--- src/rtl/iwdg_pkg.sv ---
package iwdg_pkg;

    localparam int DATA_W = 32;
    localparam int ADDR_W = 5;
    localparam int CNT_W  = 12;
    localparam int CODE_W = 3;
    localparam int PRE_W  = 8;
    localparam int STAT_W = 2;

    localparam logic [DATA_W-1:0] KEY_UNLOCK = 32'h0000_5555;
    localparam logic [DATA_W-1:0] KEY_START  = 32'h0000_CCCC;
    localparam logic [DATA_W-1:0] KEY_FEED   = 32'h0000_AAAA;

    localparam logic [ADDR_W-1:0] OFF_KEY  = 5'h00;
    localparam logic [ADDR_W-1:0] OFF_PRE  = 5'h04;
    localparam logic [ADDR_W-1:0] OFF_RLD  = 5'h08;
    localparam logic [ADDR_W-1:0] OFF_STAT = 5'h0C;
    localparam logic [ADDR_W-1:0] OFF_WIN  = 5'h10;

    localparam logic [CNT_W-1:0]  CNT_ALL  = '1;
    localparam logic [CODE_W-1:0] CODE_TOP = 3'd6;

    // Status bit positions
    localparam int BIT_PRE_BUSY = 0;
    localparam int BIT_RLD_BUSY = 1;

    typedef enum logic [2:0] {
        SEL_KEY,
        SEL_PRE,
        SEL_RLD,
        SEL_STAT,
        SEL_WIN,
        SEL_NONE
    } sel_e;

    typedef enum logic [1:0] {
        CMD_IDLE,
        CMD_START,
        CMD_FEED
    } cmd_e;

    // Configuration seen by the counting logic
    typedef struct packed {
        logic [CODE_W-1:0] code;
        logic [CNT_W-1:0]  reload;
        logic [CNT_W-1:0]  window;
    } cfg_t;

    function automatic sel_e decode_sel(input logic [ADDR_W-1:0] a);
        case (a)
            OFF_KEY:  return SEL_KEY;
            OFF_PRE:  return SEL_PRE;
            OFF_RLD:  return SEL_RLD;
            OFF_STAT: return SEL_STAT;
            OFF_WIN:  return SEL_WIN;
            default:  return SEL_NONE;
        endcase
    endfunction

    // Last value of the prescaler count before it wraps (divisor - 1)
    function automatic logic [PRE_W-1:0] prescale_last(input logic [CODE_W-1:0] code);
        if (code >= CODE_TOP) begin
            return '1;
        end
        return PRE_W'((32'd4 << code) - 32'd1);
    endfunction

    function automatic cmd_e key_to_cmd(input logic [DATA_W-1:0] k);
        if (k == KEY_START) begin
            return CMD_START;
        end
        if (k == KEY_FEED) begin
            return CMD_FEED;
        end
        return CMD_IDLE;
    endfunction

endpackage

--- src/rtl/iwdg_edge_sync.sv ---
module iwdg_edge_sync #(
    parameter int STAGES = 2
) (
    input  logic clk,
    input  logic rst,
    input  logic async_in,
    output logic rise
);
    // chain[0..STAGES-1] synchronize, chain[STAGES] holds the previous value
    logic [STAGES:0] chain;

    always_ff @(posedge clk) begin
        if (rst) begin
            chain <= '0;
        end else begin
            chain <= {chain[STAGES-1:0], async_in};
        end
    end

    assign rise = chain[STAGES-1] & ~chain[STAGES];

endmodule

--- src/rtl/iwdg_regs.sv ---
module iwdg_regs
    import iwdg_pkg::*;
(
    input  logic              clk,
    input  logic              rst,
    input  logic              wr_en,
    input  logic [ADDR_W-1:0] addr,
    input  logic [DATA_W-1:0] wdata,
    input  logic              ls_tick,
    output cmd_e              cmd,
    output cfg_t              cfg,
    output logic              unlocked,
    output logic [CODE_W-1:0] code_shadow,
    output logic [STAT_W-1:0] busy,
    output logic [DATA_W-1:0] rdata
);
    sel_e             sel;
    logic [CNT_W-1:0] rld_shadow;
    logic             wr_key;
    logic             wr_pre;
    logic             wr_rld;
    logic             wr_win;

    assign sel    = decode_sel(addr);
    assign wr_key = wr_en && (sel == SEL_KEY);
    assign wr_pre = wr_en && (sel == SEL_PRE) && unlocked;
    assign wr_rld = wr_en && (sel == SEL_RLD) && unlocked;
    assign wr_win = wr_en && (sel == SEL_WIN) && unlocked;
    assign cmd    = wr_key ? key_to_cmd(wdata) : CMD_IDLE;

    always_ff @(posedge clk) begin
        if (rst) begin
            unlocked    <= 1'b0;
            code_shadow <= '0;
            rld_shadow  <= CNT_ALL;
            busy        <= '0;
            cfg.code    <= '0;
            cfg.reload  <= CNT_ALL;
            cfg.window  <= CNT_ALL;
        end else begin
            if (wr_key) begin
                unlocked <= (wdata == KEY_UNLOCK);
            end
            // prescaler: shadow, then moved across on the next low-speed tick
            if (wr_pre) begin
                code_shadow        <= wdata[CODE_W-1:0];
                busy[BIT_PRE_BUSY] <= 1'b1;
            end else if (ls_tick && busy[BIT_PRE_BUSY]) begin
                cfg.code           <= code_shadow;
                busy[BIT_PRE_BUSY] <= 1'b0;
            end
            // reload: same transfer scheme
            if (wr_rld) begin
                rld_shadow         <= wdata[CNT_W-1:0];
                busy[BIT_RLD_BUSY] <= 1'b1;
            end else if (ls_tick && busy[BIT_RLD_BUSY]) begin
                cfg.reload         <= rld_shadow;
                busy[BIT_RLD_BUSY] <= 1'b0;
            end
            if (wr_win) begin
                cfg.window <= wdata[CNT_W-1:0];
            end
        end
    end

    always_comb begin
        rdata = '0;
        case (sel)
            SEL_PRE:  rdata = {{(DATA_W-CODE_W){1'b0}}, code_shadow};
            SEL_RLD:  rdata = {{(DATA_W-CNT_W){1'b0}}, rld_shadow};
            SEL_STAT: rdata = {{(DATA_W-STAT_W){1'b0}}, busy};
            SEL_WIN:  rdata = {{(DATA_W-CNT_W){1'b0}}, cfg.window};
            default:  rdata = '0;
        endcase
    end

endmodule

--- src/rtl/iwdg_core.sv ---
module iwdg_core
    import iwdg_pkg::*;
(
    input  logic             clk,
    input  logic             rst,
    input  logic             ls_tick,
    input  logic             freeze,
    input  cmd_e             cmd,
    input  cfg_t             cfg,
    output logic             running,
    output logic [CNT_W-1:0] count,
    output logic             fire
);
    logic [PRE_W-1:0] pre_q;
    logic             step;
    logic             wrap;
    logic             expire;
    logic             early;
    logic             fire_d;

    assign step   = running && ls_tick && !freeze;
    assign wrap   = step && (pre_q >= prescale_last(cfg.code));
    assign early  = running && (cmd == CMD_FEED) && (count > cfg.window);
    assign expire = wrap && (count == '0) && (cmd != CMD_FEED);
    assign fire_d = early || expire;

    always_ff @(posedge clk) begin
        if (rst) begin
            running <= 1'b0;
            count   <= CNT_ALL;
            pre_q   <= '0;
            fire    <= 1'b0;
        end else begin
            fire <= fire_d && !fire;
            if ((cmd == CMD_START) && !running) begin
                running <= 1'b1;
                count   <= cfg.reload;
                pre_q   <= '0;
            end else if (cmd == CMD_FEED) begin
                count <= cfg.reload;
                pre_q <= '0;
            end else if (step) begin
                if (wrap) begin
                    pre_q <= '0;
                    count <= (count == '0) ? cfg.reload : count - CNT_W'(1);
                end else begin
                    pre_q <= pre_q + PRE_W'(1);
                end
            end
        end
    end

endmodule

--- src/rtl/indep_watchdog.sv ---
module indep_watchdog
    import iwdg_pkg::*;
#(
    parameter int SYNC_STAGES = 2
) (
    input  logic              clk,
    input  logic              rst,
    input  logic              ls_clk,
    input  logic              dbg_freeze,
    input  logic              wr_en,
    input  logic [ADDR_W-1:0] addr,
    input  logic [DATA_W-1:0] wdata,
    output logic [DATA_W-1:0] rdata,
    output logic              wdg_reset
);
    logic              ls_tick;
    cmd_e              cmd;
    cfg_t              cfg;
    logic              unlocked;
    logic [CODE_W-1:0] code_shadow;
    logic [STAT_W-1:0] busy;
    logic              running;
    logic [CNT_W-1:0]  count;

    iwdg_edge_sync #(.STAGES(SYNC_STAGES)) u_sync (
        .clk      (clk),
        .rst      (rst),
        .async_in (ls_clk),
        .rise     (ls_tick)
    );

    iwdg_regs u_regs (
        .clk         (clk),
        .rst         (rst),
        .wr_en       (wr_en),
        .addr        (addr),
        .wdata       (wdata),
        .ls_tick     (ls_tick),
        .cmd         (cmd),
        .cfg         (cfg),
        .unlocked    (unlocked),
        .code_shadow (code_shadow),
        .busy        (busy),
        .rdata       (rdata)
    );

    iwdg_core u_core (
        .clk     (clk),
        .rst     (rst),
        .ls_tick (ls_tick),
        .freeze  (dbg_freeze),
        .cmd     (cmd),
        .cfg     (cfg),
        .running (running),
        .count   (count),
        .fire    (wdg_reset)
    );

endmodule

--- config.mk ---
export PLATFORM = sky130hd
export DESIGN_NAME = indep_watchdog
export DESIGN_NICKNAME = d
export VERILOG_FILES = /design/src/rtl/iwdg_pkg.sv /design/src/rtl/iwdg_edge_sync.sv /design/src/rtl/iwdg_regs.sv /design/src/rtl/iwdg_core.sv /design/src/rtl/indep_watchdog.sv
export SDC_FILE = /design/constraint.sdc
export NUM_CORES = 1
export LEC_CHECK = 0
export ABC_AREA = 1
export BUFFER_PORTS_ARGS = -buffer_cell sky130_fd_sc_hd__buf_4
export CAP_MARGIN = 20
export CORE_MARGIN = 2
export CORE_UTILIZATION = 40
export CTS_BUF_LIST = sky130_fd_sc_hd__clkbuf_16
export CTS_CLUSTER_SIZE = 14
export DETAILED_ROUTE_END_ITERATION = 12
export PLACE_DENSITY_LB_ADDON = 0.2
export RECOVER_POWER = 100
export SLEW_MARGIN = 10
export SYNTH_ARGS = -nofsm -noshare
export SYNTH_HDL_FRONTEND = slang
export SYNTH_SLANG_ARGS = --single-unit
--- constraint.sdc ---
create_clock -name clk -period 1.8 [get_ports clk]
set_input_delay 0.09 -clock clk [delete_from_list [all_inputs] [get_ports clk]]
set_output_delay 0.09 -clock clk [all_outputs]
set_load 0.03 [all_outputs]
==> results of run 1 <==
## power groups by stage
stage | Combinational (mW) | Clock [mW] | Sequential, mW
after detailed placement | 0.294 | 0 | 1.59
after global routing | 0.320 | 1.85 | 1.55
after floorplan | 0.194 | 0 | 1.59
after global placement | 0.290 | 0 | 1.59
final | 0.292 | 1.75 | 1.55
after CTS | 0.298 | 1.78 | 1.55
## path summary, 6_finish.rpt
| check | from | end | slack [ps] | cells after the start |
|---|---|---|---|---|
| worst min-delay path | wdata[1] | u_regs.cfg[1]$_SDFFE_PP1P_ | 8 | 3 |
| worst max register to register | u_regs.cfg[26]$_SDFFE_PP0P_ | u_core.count[10]$_SDFFE_PP1P_ | 50 | 11 |
| worst min register to register | u_sync.chain[0]$_SDFF_PP0_ | u_sync.chain[1]$_SDFF_PP0_ | 410 | 2 |
| worst max-delay path | u_regs.cfg[26]$_SDFFE_PP0P_ | u_core.count[10]$_SDFFE_PP1P_ | 50 | 11 |
## sequential cells by signal, indices dropped and copies added, names as in the netlist
register and count:
u_regs.busy 2, u_regs.unlocked 1, u_sync.chain 3, u_regs.cfg 27, u_regs.code_shadow 3, u_core.pre_q 8
u_core.running 1, u_regs.rld_shadow 12, u_core.fire 1, u_core.count 12
## layout make-up
cell class / instances / share of cell area (%)
Clock inverter: 6 / 1.16
Inverter: 89 / 6.09
Tap cell: 143 / 3.26
Timing Repair Buffer: 76 / 10.4
Sequential cell: 70 / 25.7
Multi-Input combinational cell: 508 / 49.3
Clock buffer: 9 / 4.10
## cells by family after synthesis
logic type,synth area share [%]
and+or+nand+nor,36.8
buffers and inverters,13.5
AOI/OAI and AO/OA,11.1
DFF,30.6
adders and majority gates,5.73
xor gates and xnor gates,2.10
other,0.0818
## worst max-delay path: stages (launching register included)
cell and delay (ps):
dfxtp_4 400, o21ai_2 80, ha_1 280, nand2_1 60
o21a_1 190, nand2_2 100, nand2_4 110, buf_12 170
nand4_1 90, nand2_1 70, inv_2 50, nand2_1 40
## metrics by stage
stage / hold slack (ps) / setup slack [ps] / area (um2)
after floorplan: 190 / 174 / 4650
after global placement: 296 / 50.8 / 5110
after detailed placement: 298 / -6.78 / 5110
after CTS: 3.35 / 17.5 / 5450
after global routing: 21.0 / -61.5 / 5490
final: 8.10 / 49.8 / 5490
## cell usage after synthesis, drive strengths merged (8+ instances only)
cell type | n | area share [%]
dfxtp | 70 | 31
inv | 80 | 6.6
clkinv | 9 | 0.74
ha | 21 | 5.7
o211ai | 20 | 3.3
nor3 | 8 | 1.1
xor2 | 8 | 1.5
buf | 31 | 5.4
nand4 | 40 | 5.6
o21ai | 33 | 3.6
a21oi | 34 | 3.7
nand3 | 43 | 5.7
clkbuf | 10 | 0.82
nand2 | 196 | 17
nor2 | 71 | 6.5
## repair_timing
| item | 4_1_cts | 5_1_grt |
|---|---|---|
| buffers inserted | 1 | 0 |
| pin swaps | 1 | 10 |
| endpoints found under the hold margin | 2 | 0 |
| gates resized for setup | 3 | 30 |
| hold buffers | 2 | 0 |
| cloned | 1 | 0 |
| endpoints found under the setup margin | 10 | 20 |
## layer usage
layer | global-route usage (%) | part of all wire, % | routed length [um] | up-vias
met1 | 27.0 | 47 | 5780 | 2045
met4 | 6.67 | 1.8 | 226 | 0
met3 | 4.70 | 5.5 | 686 | 17
li1 | - | - | - | 2341
met2 | 33.0 | 46 | 5690 | 145
met5 | 0 | 0 | 0 | -
==> metrics.yaml, run 1 <==
dpl.hpwl_um: 9360
fillCellCount: 1126
critPathKind: "flop to flop"
track_usage_pct: 20.4
yosysSeqAreaShare_pct: 30.6
switching_share_pct: 24.6
p_per_area_mw_per_mm2: 655
avgSynthCellArea_um2: 6.66
final_cell_count_no_fill: 901
tightest_slew_ps: 550
syn_inst: 688
rsz0062_at_grt: "yes"
drt_iter0_drc: 323
period_minus_slack_ps: 1750
die_area_mm2: 0.0123
clock_latency_ps: 340
synth_warnings: 0
die_width_um: 111
start_util_pct: 40.5
drc: 0
rows: 39
grt_pass1_vias: 4363
critPathCaptureType: "flop"
num_vias: 4548
arrival_ps: 1980
path_max_fanout: 8
drv_slew: 0
ir_drop_v: 0.000382
final_util_pct: 48.5
ys_seq_elements: 70
numCtsBuffers: 9
multiInputGateArea_mm2: 0.00271
timing.fmax_mhz: 571
fin_skew_ps: 6.79
antenna_left: 0
numPortBuffers: 54
synth_flop_cell: "dfxtp_1"
grt_max_degree: 28
clkTransAtPathRegs_ps: 60
grt_pass1_wl_um: 20700
wl_per_cell_um: 13.7
drv_cap: 0
hold_viol_final: 0
setup_viol: 0
viasPerCell: 5.05
drive_gt1_share_pct: 17.4
mostFrequentLayoutCells: "nand2_1 (191), inv_1 (74), dfxtp_1 (67), nor2_1 (63), buf_4 (57)"
synth_edf_count: 0
grt_antenna_before_repair: 0
seqPwrFrac_pct: 43.1
antennaDiodeCount: 0
overflow: 0
placed_cells: 882
mostFrequentLayoutCell: "nand2_1"
max_slew_margin_pct: 63.3
cts_tree: "yes"
synthToLayoutAreaGrowth_pct: 19.8
p_total_mw: 3.60
leakage_nw: 2.89
htree_num_levels: 3
clock_power_share_pct: 48.8
fin_nets: 817
hold_class: "input pin to flop"
syn_area_mm2: 0.00458
regArea_mm2: 0.00141
crit_path_start_kind: "flop"
globalplace.congestion: 0.845
combinationalPowerShare_pct: 8.1
die_h_um: 111
numClockSinks: 70
clk_path_buf_depth: 2
outcome: "finished, final reports clean"
drt_pass1_iterations: 5
ys_types: 38
routed_wl_um: 12400
tns_ps: 0
worstPathRequired_ps: 2030
internal_power_mw: 2.71
coreArea_mm2: 0.0113
finalCritPeriodShare_pct: 97.2
async_flop_share_pct: 0
p_switching_uw: 885
clockRootBuffer: "clkbuf_16"
io_pins: 75
Note: power is estimated with default switching activity, not from simulation.
==> run 2: changes to the inputs <==
Settings changed: SYNTH_HIERARCHICAL set to 1.
==> run 2 against run 1 <==
Effect of this change: global-route usage shrank 1.9 points; critical path depth decreased by 5; sequential share of layout area increased by 1.5 points; critical endpoint is now u_regs/cfg[20]$_SDFFE_PP1P_.
==> metrics.yaml, run 2 <==
mostFrequentLayoutCell: "nand2_1"
drt_pass1_iterations: 5  # unchanged
hold_viol_final: 0  # unchanged
syn_inst: 627  # -8.9%
fin_skew_ps: 6.71  # -0.0793 ps
grt_pass1_vias: 3773  # -14%
ys_types: 35  # -7.9%
grt_pass1_wl_um: 17000  # -18%
mostFrequentLayoutCells: "nand2_1 (185), nand3_1 (80), inv_1 (72), nor2_1 (67), dfxtp_1 (67)"
clk_path_buf_depth: 2  # unchanged
p_per_area_mw_per_mm2: 737  # +13%
clockRootBuffer: "clkbuf_16"
tns_ps: 0  # unchanged
period_minus_slack_ps: 1690  # -56.6 ps
reg_top3: "u_regs/cfg: 27 flops, u_core/count: 12 flops, u_regs/rld_shadow: 12 flops"
arrival_ps: 1910  # -70 ps
synth_top_cells_by_area: "dfxtp_1 (33%), nand2_1 (17%), nand3_1 (9.5%), ha_1 (6.2%), inv_1 (6.1%)"
fillCellCount: 1059  # -6.0%
io_pins: 75  # unchanged
path_max_fanout: 11  # +3
dpl.hpwl_um: 7950  # -15%
numPortBuffers: 54  # unchanged
top_register: "u_regs/cfg"
die_h_um: 107  # -3.6%
numCtsBuffers: 9  # unchanged
synth_top_area_share_pct: 33.0  # +2.4 points
ys_seq_elements: 70  # unchanged
synth_warnings: 6  # +6
synthTopCellsByCount: "nand2_1 (189), nand3_1 (81), dfxtp_1 (70)"
track_usage_pct: 18.5  # -1.9 points
drive_gt1_share_pct: 17.4  # about the same
yosysTopAreaCell: "dfxtp_1"
die_width_um: 107  # -3.6%
avgSynthCellArea_um2: 6.77  # +1.7%
finalCritPeriodShare_pct: 94.1  # -3.1 points
numClockSinks: 70  # unchanged
syn_area_mm2: 0.00425  # -7.3%
htree_num_levels: 3  # unchanged
drt_iter0_drc: 169  # -48%
synth.most_common_cell: "nand2_1"
routed_wl_um: 10100  # -18%
async_flop_share_pct: 0  # unchanged
synth_flop_cell: "dfxtp_1"
num_vias: 4071  # -10%
fin_nets: 770  # -5.8%
critPathCaptureType: "flop"
start_util_pct: 41.1  # +0.67 points
rsz0062_at_grt: "yes"
coreArea_mm2: 0.0103  # -8.8%
multiInputGateArea_mm2: 0.00235  # -13%
final_util_pct: 50.3  # +1.8 points
antenna_left: 0  # unchanged
grt_antenna_before_repair: 0  # unchanged
antennaDiodeCount: 0  # unchanged
grt_max_degree: 21  # -25%
largest_register_ffs: 27  # unchanged
yosysSeqAreaShare_pct: 33.0  # +2.4 points
overflow: 0  # unchanged
wl_per_cell_um: 11.9  # -13%
cts_tree: "yes"
die_area_mm2: 0.0115  # -7.0%
tightest_slew_ps: 683  # +133 ps
synthToLayoutAreaGrowth_pct: 22.2
timing.fmax_mhz: 590  # +3.3%
leakage_nw: 2.78  # -3.7%
rows: 37  # -5.1%
cts_setup_buffers: 0  # -1
globalplace.congestion: 0.812  # -3.9%
routed.top_layer: "met4"
worstPathRequired_ps: 2020  # about the same
clkTransAtPathRegs_ps: 60  # about the same
max_slew_margin_pct: 54.3  # -9.0 points
crit_path_start_kind: "flop"
setup_viol: 0  # unchanged
ir_drop_v: 0.000486  # +27%
drv_slew: 0  # unchanged
drv_cap: 0  # unchanged
clock_latency_ps: 330  # about the same
regArea_mm2: 0.00141  # unchanged
met1Wirelength_um: 4610  # -20%
drc: 0  # unchanged
outcome: "finished, final reports clean"
viasPerCell: 4.80  # -4.9%
wl_met3_um: 542  # -21%
hold_class: "input pin to flop"
critPathKind: "flop to flop"
route.met2.wl_um: 4760  # -16%
synth_edf_count: 0  # unchanged
run 2: changes by cell type after synthesis, sizes merged, moves of 4 or more:
cell | previous run | this run
nor2 | 71 | 75
inv | 80 | 76
xor2 | 8 | 3
clkbuf | 10 | 5
a21oi | 34 | 17
nand4 | 40 | 12
nand3 | 43 | 82
o211ai | 20 | 12
a22o | 0 | 9
clkinv | 9 | 0
o21ai | 33 | 5
nor3 | 8 | 3
run 2: kinds of logic after synthesis:
| logic type | Yosys count | share of synthesized area (%) |
|---|---|---|
| fa+ha+maj | 21 | 6.19 |
| xor+xnor | 4 | 0.825 |
| other cells | 1 | 0.0883 |
| compound gates | 45 | 7.75 |
| buf+inv | 112 | 13.1 |
| flops | 70 | 33.0 |
| simple gates | 374 | 39.1 |
run 2: routing by layer:
layer  vias up  track usage [%]
met4         0             7.61
met3        15             2.98
met2       125             31.1
li1       2127                -
met1      1804             23.3
met5         -                0
run 2: path summary, 6_finish.rpt:
check                                             startpoint                           to  slack (ps)  depth (start not counted)
worst max-delay path            u_regs/unlocked$_SDFFE_PP0P_  u_regs/cfg[20]$_SDFFE_PP1P_         110                          6
worst min register to register    u_sync/chain[0]$_SDFF_PP0_   u_sync/chain[1]$_SDFF_PP0_         410                          2
worst min-delay path                                wdata[7]   u_regs/cfg[7]$_SDFFE_PP1P_          10                          3
worst max register to register  u_regs/unlocked$_SDFFE_PP0P_  u_regs/cfg[20]$_SDFFE_PP1P_         110                          6
run 2: metrics by stage:
step / std cells / worst slack [ps] / hold slack, ps / area (um2) / power, mW
after global routing: 848 / -0.935 / 30.8 / 5190 / 3.95
after detailed placement: 825 / -64.7 / 310 / 4810 / 1.86
after floorplan: 646 / 127 / 159 / 4320 / 1.76
after CTS: 848 / 15.2 / 6.40 / 5230 / 3.87
final: 848 / 106 / 11.2 / 5190 / 3.82
after global placement: 825 / 11.4 / 299 / 4810 / 1.85
run 2: layout make-up:
| class | count | share of cell area (%) |
|---|---|---|
| clock inverters | 7 | 2.19 |
| repair buffers | 86 | 12.2 |
| flip-flops and latches | 70 | 27.2 |
| inverters | 76 | 5.50 |
| well taps | 136 | 3.28 |
| multi-input cells | 464 | 45.4 |
| clock buffers | 9 | 4.34 |
run 2: what timing repair did:
item                                   in CTS  in global routing
gates resized for setup                     2                 21
setup endpoints to repair                  13                 20
hold buffers                                7                  0
gates cloned                                0                  0
endpoints found under the hold margin       6                  0
run 2: power by group:
part	switching [mW]	total [mW]	internal (mW)
clock network	0.659	2.00	1.34
logic	0.166	0.271	0.106
registers	0.000536	1.55	1.55
total	0.825	3.82	3.00
run 2: worst max-delay path: stages (launching register included):
cell and delay, ps:
dfxtp_1 320, nand2_1 100, nor2_1 550, nor2_1 200, buf_2 250, nand2_1 90
nand3_1 70
==> run 3: changes to the inputs <==
Settings changed: ABC_AREA 1 to not set.
Clock period 1.8 ns to 1.5 ns, I/O delays scaled along.
==> run 3 against run 2 <==
Effect of this change: the run now ends with setup timing left; clock-buffer cell count stayed put; critical path depth increased by 1; clock skew about the same; flip-flop and latch count unchanged; hold slack better by 47 ps; critical endpoint is now u_core/count[9]$_SDFFE_PP1P_.
==> metrics.yaml, run 3 <==
rows: 36  # -2.7%
synthToLayoutAreaGrowth_pct: 52.9
arrival_ps: 2260  # +350 ps
clock_latency_ps: 340  # about the same
violations: "setup timing"
synth_top_family_by_area: "simple AND/OR/NAND/NOR gates"
num_vias: 4289  # +5.4%
drt_pass1_iterations: 8  # +3
routed_wl_um: 12600  # +24%
hold_viol_final: 0  # unchanged
ys_types: 62  # +77%
die_width_um: 104  # -2.7%
cts_tree: "yes"
numCtsBuffers: 9  # unchanged
crit_family: "compound AO/OA/AOI/OAI gates"
synth_top_area_share_pct: 34.9  # +1.9 points
rsz0062_at_grt: "yes"
fin_skew_ps: 6.59  # -0.121 ps
synth_edf_count: 0  # unchanged
async_flop_share_pct: 0  # unchanged
yosysSeqAreaShare_pct: 34.9  # +1.9 points
multiInputGateArea_mm2: 0.00275  # +17%
path_max_fanout: 7  # -4
ir_drop_v: 0.000569  # +17%
htree_num_levels: 3  # unchanged
synth_top_cells_by_area: "dfxtp_1 (35%), ha_1 (6.5%), nand2_1 (6.3%), nand3_1 (4.4%), a21oi_1 (4.2%)"
drc: 0  # unchanged
mostFrequentLayoutCell: "buf_4"
synth.most_common_cell: "dfxtp_1"
regArea_mm2: 0.00142  # +0.89%
antennaDiodeCount: 0  # unchanged
drt_iter0_drc: 289  # +71%
finalCritPeriodShare_pct: 136  # +42 points
yosys.area_share.xor_xnor_pct: 1.31  # +0.48 points
leakage_nw: 2.80  # +0.68%
ys_seq_elements: 70  # unchanged
dpl.hpwl_um: 8690  # +9.3%
final_area_mm2: 0.00614  # +18%
worstPathRequired_ps: 1720  # -300 ps
synth_warnings: 6  # unchanged
numPortBuffers: 54  # unchanged
crit_chain: "nor2_2 -> ha_1 -> a21oi_2 -> a21oi_2 -> o31ai_4 -> o21ba_2 -> o32a_1"
reg_top3: "u_regs/cfg: 27 flops, u_core/count: 12 flops, u_regs/rld_shadow: 12 flops"
synthMuxAreaShare_pct: 1.99  # +2.0 points
syn_inst: 500  # -20%
placed_cells: 761  # -7.8%
wl_per_cell_um: 15.7  # +32%
grt_pass1_wl_um: 19500  # +15%
clockRootBuffer: "clkbuf_16"
numClockSinks: 70  # unchanged
setup_viol: 21  # +21
coreArea_mm2: 0.00977  # -5.3%
critPathCaptureType: "flop"
grt_pass1_vias: 4115  # +9.1%
grt_max_degree: 25  # +19%
grt_antenna_before_repair: 0  # unchanged
hold_class: "input pin to flop"
fin_ws_ps: -538  # -645 ps
placed_area_mm2: 0.00530  # +10%
outcome: "finished, violations left"
top_register: "u_regs/cfg"
synth_compound_area_share_pct: 18.8  # +11 points
synth_fa_ha_area_share_pct: 6.54  # +0.36 points
synth_flop_cell: "dfxtp_1"
drv_slew: 0  # unchanged
timing.fmax_mhz: 491  # -17%
cp_slowest_cell: "dfxtp_4"
crit_top_cell: "a21oi_2"
io_pins: 75  # unchanged
die_area_mm2: 0.0109  # -5.2%
largest_register_ffs: 27  # unchanged
start_util_pct: 41.1  # -0.056 points
mostFrequentLayoutCells: "buf_4 (146), nand2_1 (66), dfxtp_1 (59), nand3_1 (32), inv_1 (31)"
avgSynthCellArea_um2: 8.03  # +19%
yosysTopAreaCell: "dfxtp_1"
syn_area_mm2: 0.00402  # -5.4%
slowest_delay_ps: 410  # -140 ps
p_total_mw: 4.43  # +16%
viasPerCell: 5.35  # +12%
die_h_um: 104  # -2.7%
drv_cap: 0  # unchanged
p_per_area_mw_per_mm2: 721  # -2.1%
period_minus_slack_ps: 2040  # +345 ps
drive_gt1_share_pct: 41.3  # +24 points
critPathKind: "flop to flop"
crit_path_start_kind: "flop"
r2r_slack_ps: -540  # -640 ps
overflow: 0  # unchanged
synthTopCellsByCount: "dfxtp_1 (70), nand2_1 (67), inv_1 (36)"
tns_ps: -8870  # -8870 ps
track_usage_pct: 22.0  # +3.5 points
yosys.area_share.simple_pct: 26.9  # -12 points
clkTransAtPathRegs_ps: 60  # about the same
critPathBufInv: 0  # -1
fin_nets: 726  # -5.7%
clk_path_buf_depth: 2  # unchanged
globalplace.congestion: 0.875  # +7.8%
fillCellCount: 831  # -22%
final_cell_count_no_fill: 801  # -5.5%
antenna_left: 0  # unchanged
## run 3: cell count changes after synthesis, moves of 10 or more
cell     previous run  this run
nor3_1              2        14
inv_1              69        36
nor2_1             64        30
nor4_1              0        10
o21ai_0             5        18
nand2_1           189        67
nand3_1            81        35
a21oi_1            17        34
## run 3: path summary, 6_finish.rpt
path	startpoint	endpoint	cells past startpoint
max reg2reg	u_regs/cfg[26]$_SDFFE_PP0P_	u_core/count[9]$_SDFFE_PP1P_	7
max	u_regs/cfg[26]$_SDFFE_PP0P_	u_core/count[9]$_SDFFE_PP1P_	7
min	wdata[7]	u_regs/cfg[7]$_SDFFE_PP1P_	4
min reg2reg	u_sync/chain[0]$_SDFF_PP0_	u_sync/chain[1]$_SDFF_PP0_	1
## run 3: logic make-up (layout without fill, tap and decap cells)
family                   Yosys count  after routing
AND/OR/NAND/NOR                  207            207
AO/OA/AOI/OAI                    111            111
buffers and inverters             76            225
flip-flops                        70             70
adder cells (fa/ha/maj)           21             21
multiplexers                       8              8
XOR/XNOR                           6              6
other                              1             20
## run 3: per-layer routing
layer	track usage, %	part of all wire (%)	vias to the layer above
met5	0	0	-
met4	7.14	2.5	0
met3	4.76	5.9	31
met2	37.4	49	182
met1	27.6	43	1999
li1	-	-	2077
## run 3: final cells by class
cell class                 instances  area share [%]
clock buffer                       9            3.67
clock inverter                     7            1.32
multi-input combinational        373            44.7
inverter                          36            2.20
sequential                        70            23.2
timing repair buffer             173            22.2
tap                              133            2.71
## run 3: repair_timing
item | in CTS | in global routing
resized for setup | 48 | 50
buffers inserted | 14 | 9
endpoints found under the setup margin | 23 | 45
hold buffers | 1 | 0
cloned | 0 | 2
hold endpoints to repair | 1 | 0
pin swaps | 22 | 15
## run 3: stage by stage
stage,util [%],hold WS [ps],setup WS (ps)
floorplan,-,147,-411
global placement,54.2,287,-659
detailed placement,54.2,293,-732
CTS,60.5,50.5,-444
global route,62.8,66.4,-650
finish,62.8,58.2,-538
## run 3: power breakdown
group | switching (mW) | internal (mW)
clock | 0.868 | 1.31
combinational | 0.223 | 0.172
sequential | 0.00118 | 1.86
total | 1.09 | 3.34
## run 3: worst min-delay path: stages
cell and delay, ps:
buf_4 90, buf_4 100, nand2_1 40, nand3_1 60
